## config.mk

```make
export PLATFORM = sky130hd
export DESIGN_NAME = bit_scan_unit
export DESIGN_NICKNAME = d
export VERILOG_FILES = /design/src/rtl/bscan_pkg.sv /design/src/rtl/bscan_operand_mask.sv /design/src/rtl/bscan_prio_enc.sv /design/src/rtl/bscan_result_sel.sv /design/src/rtl/bit_scan_unit.sv
export SDC_FILE = /design/constraint.sdc
export NUM_CORES = 1
export LEC_CHECK = 0
export BUFFER_PORTS_ARGS = -buffer_cell sky130_fd_sc_hd__buf_2
export CAP_MARGIN = 20
export CORE_ASPECT_RATIO = 0.9
export CORE_MARGIN = 2
export CORE_UTILIZATION = 30
export DETAILED_ROUTE_END_ITERATION = 6
export PLACE_DENSITY = 0.76
export SLEW_MARGIN = 10
export SYNTH_ARGS = -nofsm -noshare
export SYNTH_HDL_FRONTEND = slang
export SYNTH_SLANG_ARGS = --single-unit
export TNS_END_PERCENT = 5
```

## constraint.sdc

```tcl
create_clock -name vclk -period 2.2
set_input_delay 0.33 -clock vclk [all_inputs]
set_output_delay 0.33 -clock vclk [all_outputs]
set_load 0.03 [all_outputs]
```

## src/rtl/bscan_pkg.sv

```systemverilog
package bscan_pkg;
  typedef enum logic {
    SCAN_UP   = 1'b0,
    SCAN_DOWN = 1'b1
  } scan_dir_e;

  typedef enum logic {
    SIZE_NARROW = 1'b0,
    SIZE_WIDE   = 1'b1
  } op_size_e;
endpackage

```

## src/rtl/bscan_operand_mask.sv

```systemverilog
module bscan_operand_mask #(
  parameter int DATA_W   = 32,
  parameter int NARROW_W = 16
) (
  input  logic [DATA_W-1:0] raw_i,
  input  logic              wide_i,
  output logic [DATA_W-1:0] operand_o
);
  localparam int UPPER_W = DATA_W - NARROW_W;

  function automatic logic [DATA_W-1:0] size_mask(input logic wide);
    return {{UPPER_W{wide}}, {NARROW_W{1'b1}}};
  endfunction

  assign operand_o = raw_i & size_mask(wide_i);
endmodule

```

## src/rtl/bscan_prio_enc.sv

```systemverilog
module bscan_prio_enc #(
  parameter int  W       = 32,
  parameter bit  FROM_TOP = 1'b0,
  localparam int IW      = $clog2(W)
) (
  input  logic [W-1:0]  vec_i,
  output logic [IW-1:0] idx_o,
  output logic          any_o
);
  function automatic logic [IW-1:0] lowest_one(input logic [W-1:0] v);
    logic [IW-1:0] r;
    r = '0;
    for (int i = W - 1; i >= 0; i--) begin
      if (v[i]) r = IW'(i);
    end
    return r;
  endfunction

  function automatic logic [IW-1:0] highest_one(input logic [W-1:0] v);
    logic [IW-1:0] r;
    r = '0;
    for (int i = 0; i < W; i++) begin
      if (v[i]) r = IW'(i);
    end
    return r;
  endfunction

  generate
    if (FROM_TOP) begin : g_down
      assign idx_o = highest_one(vec_i);
    end else begin : g_up
      assign idx_o = lowest_one(vec_i);
    end
  endgenerate

  assign any_o = |vec_i;
endmodule

```

## src/rtl/bscan_result_sel.sv

```systemverilog
module bscan_result_sel #(
  parameter int  DATA_W = 32,
  localparam int IW     = $clog2(DATA_W)
) (
  input  logic              hit_i,
  input  logic [IW-1:0]     idx_i,
  input  logic [DATA_W-1:0] dest_i,
  output logic [DATA_W-1:0] dest_o,
  output logic              we_o
);
  function automatic logic [DATA_W-1:0] widen(input logic [IW-1:0] idx);
    return {{(DATA_W - IW){1'b0}}, idx};
  endfunction

  assign dest_o = hit_i ? widen(idx_i) : dest_i;
  assign we_o   = hit_i;
endmodule

```

## src/rtl/bit_scan_unit.sv

```systemverilog
module bit_scan_unit
  import bscan_pkg::*;
#(
  parameter int  DATA_W   = 32,
  parameter int  NARROW_W = 16,
  localparam int IW       = $clog2(DATA_W)
) (
  input  logic [DATA_W-1:0] src_i,
  input  logic              scan_down_i,
  input  logic              wide_i,
  input  logic [DATA_W-1:0] dest_i,
  output logic [IW-1:0]     index_o,
  output logic              found_o,
  output logic              dest_we_o,
  output logic [DATA_W-1:0] dest_o
);
  scan_dir_e         dir;
  logic [DATA_W-1:0] operand;
  logic [IW-1:0]     idx_up;
  logic [IW-1:0]     idx_down;
  logic              hit_up;
  logic              hit_down;

  assign dir = scan_dir_e'(scan_down_i);

  bscan_operand_mask #(.DATA_W(DATA_W), .NARROW_W(NARROW_W)) u_mask (
    .raw_i    (src_i),
    .wide_i   (wide_i),
    .operand_o(operand)
  );

  bscan_prio_enc #(.W(DATA_W), .FROM_TOP(1'b0)) u_up (
    .vec_i(operand),
    .idx_o(idx_up),
    .any_o(hit_up)
  );

  bscan_prio_enc #(.W(DATA_W), .FROM_TOP(1'b1)) u_down (
    .vec_i(operand),
    .idx_o(idx_down),
    .any_o(hit_down)
  );

  always_comb begin
    if (dir == SCAN_DOWN) begin
      index_o = idx_down;
      found_o = hit_down;
    end else begin
      index_o = idx_up;
      found_o = hit_up;
    end
  end

  bscan_result_sel #(.DATA_W(DATA_W)) u_sel (
    .hit_i (found_o),
    .idx_i (index_o),
    .dest_i(dest_i),
    .dest_o(dest_o),
    .we_o  (dest_we_o)
  );
endmodule

```

==> results.py <==
metrics = {
    "sta": {
        "hold_violations": 0,
        "finalSetupViolations": 0,
        "timing.final.crit_share_pct": 97.7,
        "setup_slack_ns": 0.0499,
        "final.min_clock_period_ns": 2.15,
        "max_freq_mhz": 465,
        "slew_headroom_pct": 74.5,
        "worstMarginPinSlew_ns": 0.382,
        "grt_setup_unrepaired": "true",
        "maxSlewViolCount": 0,
    },
    "routing": {
        "post-route-drc-count": 0,
        "drt-initial-drc-count": 128,
        "final_antenna_net_count": 0,
        "avgRoutedWirePerCell_um": 12.5,
        "via_per_inst": 5.10,
        "totalWireLength_um": 4150,
        "drt_pass1_iterations": 4,
        "via_count": 1687,
    },
    "layout": {
        "fin_util_pct": 58.6,
        "synthToLayoutAreaGrowth_pct": 89.9,
        "layout_commonest_cell": "buf_2",
        "drive_gt1_share_pct": 50.5,
        "diodes": 0,
        "design.seq.count": 0,
        "most-common-layout-cells": "buf_2, buf_4, and2_1",
        "clkbuf_count": 0,
        "layout.nets": 355,
        "seq_area_um2": 0,
    },
    "global_routing": {
        "grt_usage_pct": 18.5,
        "grt_pass1_wl_um": 5880,
        "grt.overflow.total": 0,
        "antenna_found_initial": 0,
        "grt_max_degree": 33,
        "grt_pass1_vias": 1338,
    },
    "pwr": {
        "leakage_nw": 0.978,
        "powerDensity_mw_per_mm2": 153,
        "ir_worst_vdd_v": 0.0000711,
    },
    "floorplan": {
        "start_util_pct": 30.8,
        "ioPinCount": 105,
        "core_area_mm2": 0.00330,
        "fp.dieH_um": 59.3,
        "die_w_um": 65.4,
        "num_rows": 20,
        "die_area_mm2": 0.00388,
    },
    "logic_synthesis": {
        "netlist_instances": 162,
        "synth_area_mm2": 0.00102,
        "synth_nets": 228,
        "syn_avg_cell_area_um2": 6.29,
        "seq_area_frac_synth_pct": 0,
        "yosysUniqueCellTypes": 41,
        "synth_warnings": 0,
    },
    "placement": {
        "placement.io_buffers": 105,
        "post-place-ws_ns": -0.0421,
        "finalWeightedCongestion": 0.920,
        "dpl.hpwl_um": 3240,
    },
    "worst_hold_path": {
        "worstHoldEndpoint": "dest_o[0]",
        "hold_path.class": "input port to output pin",
        "hold_path_startpoint": "dest_i[0]",
        "min_path_cells": 4,
    },
    "flow_run": {
        "cap_viol_max_count": 0,
    },
    "worst_setup_path": {
        "crit_path_start_kind": "input port",
        "critical_path_required_ns": 1.87,
        "cp.arrival_ns": 1.82,
        "worstPathMaxFanout": 32,
        "worstSetupPathType": "input port to output pin",
        "cp-end-kind": "output pin",
    },
    "run_status": {
        "status": "completed",
    },
    "cts": {
        "ctsHoldBuffers": 0,
    },
}
[cell usage after synthesis (all sizes together) (2+ instances only)]
cell type / n / area (µm²)
a21o: 5 / 37.5
nor2: 18 / 67.6
o31ai: 2 / 15.0
a31oi: 4 / 25.0
o21ai: 19 / 95.1
o2111ai: 2 / 17.5
a21boi: 2 / 15.0
nor4: 9 / 90.1
nand3: 4 / 20.0
a211oi: 2 / 15.0
a21oi: 8 / 40.0
inv: 10 / 37.5
o41ai: 4 / 68.8
nor3: 6 / 30.0
nor2b: 4 / 25.0
nand2: 11 / 43.8
buf: 5 / 48.8
o311ai: 3 / 26.3
and2: 28 / 175
clkbuf: 2 / 7.51
o211ai: 2 / 15.0
[cell type report]
cell class,instances,area (µm²)
inverters,10,37.5
repair buffers,132,877
well taps,44,55.1
fillers,339,1370
multi-input cells,145,965
[kinds of logic after synthesis]
| kind of cell | after synthesis | share of synthesized area, % |
|---|---|---|
| AO/OA/AOI/OAI | 60 | 42.9 |
| buffers and inverters | 17 | 9.21 |
| AND/OR/NAND/NOR | 85 | 47.9 |
[worst max path at each step]
stage,startpoint,endpoint,slack (ns),depth (start not counted)
floorplan,src_i[11],dest_o[2],0.09,6
global placement,src_i[13],dest_o[0],0.01,8
detailed placement,src_i[13],dest_o[0],-0.04,8
CTS,src_i[20],dest_o[3],0.0007,8
global route,src_i[26],dest_o[2],-0.06,9
finish,src_i[21],dest_o[16],0.05,8
[stage by stage]
stage	std cells	hold slack, ns	cell area (µm²)	total power [mW]	setup TNS [ns]
finish	331	0.967	1930	0.296	0
global route	331	0.990	1930	0.322	-0.717
CTS	331	0.990	1800	0.279	0
detailed placement	331	1.01	1760	0.274	-0.681
global placement	331	1.01	1760	0.271	0
floorplan	162	0.877	1020	0.119	0
[power by group]
part	internal (mW)	switching (mW)
Sequential	0	0
Clock	0	0
Combinational	0.134	0.162
Total	0.134	0.162
[worst max-delay path: stages]
cell     delay, ns
buf_2         0.11
o41ai_2       0.33
buf_4         0.19
nand2_4       0.06
nor4_4        0.28
buf_12        0.20
and2_1        0.13
buf_2         0.19
[what timing repair did]
| action | CTS | global route |
|---|---|---|
| endpoints found under the setup margin | 31 | 34 |
| resized for setup | 13 | 57 |
| endpoints found under the hold margin | 0 | 0 |
| pin swaps | 0 | 4 |
| buffers inserted | 0 | 0 |
[routing by layer]
metal | vias to the layer above | routed length [µm] | track usage (%)
li1 | 858 | - | -
met1 | 755 | 1760 | 26.1
met2 | 72 | 2030 | 33.5
met3 | 2 | 336 | 0.380
met4 | 0 | 23 | 0
met5 | - | 0 | 0
(Power assumes the default switching activity.)
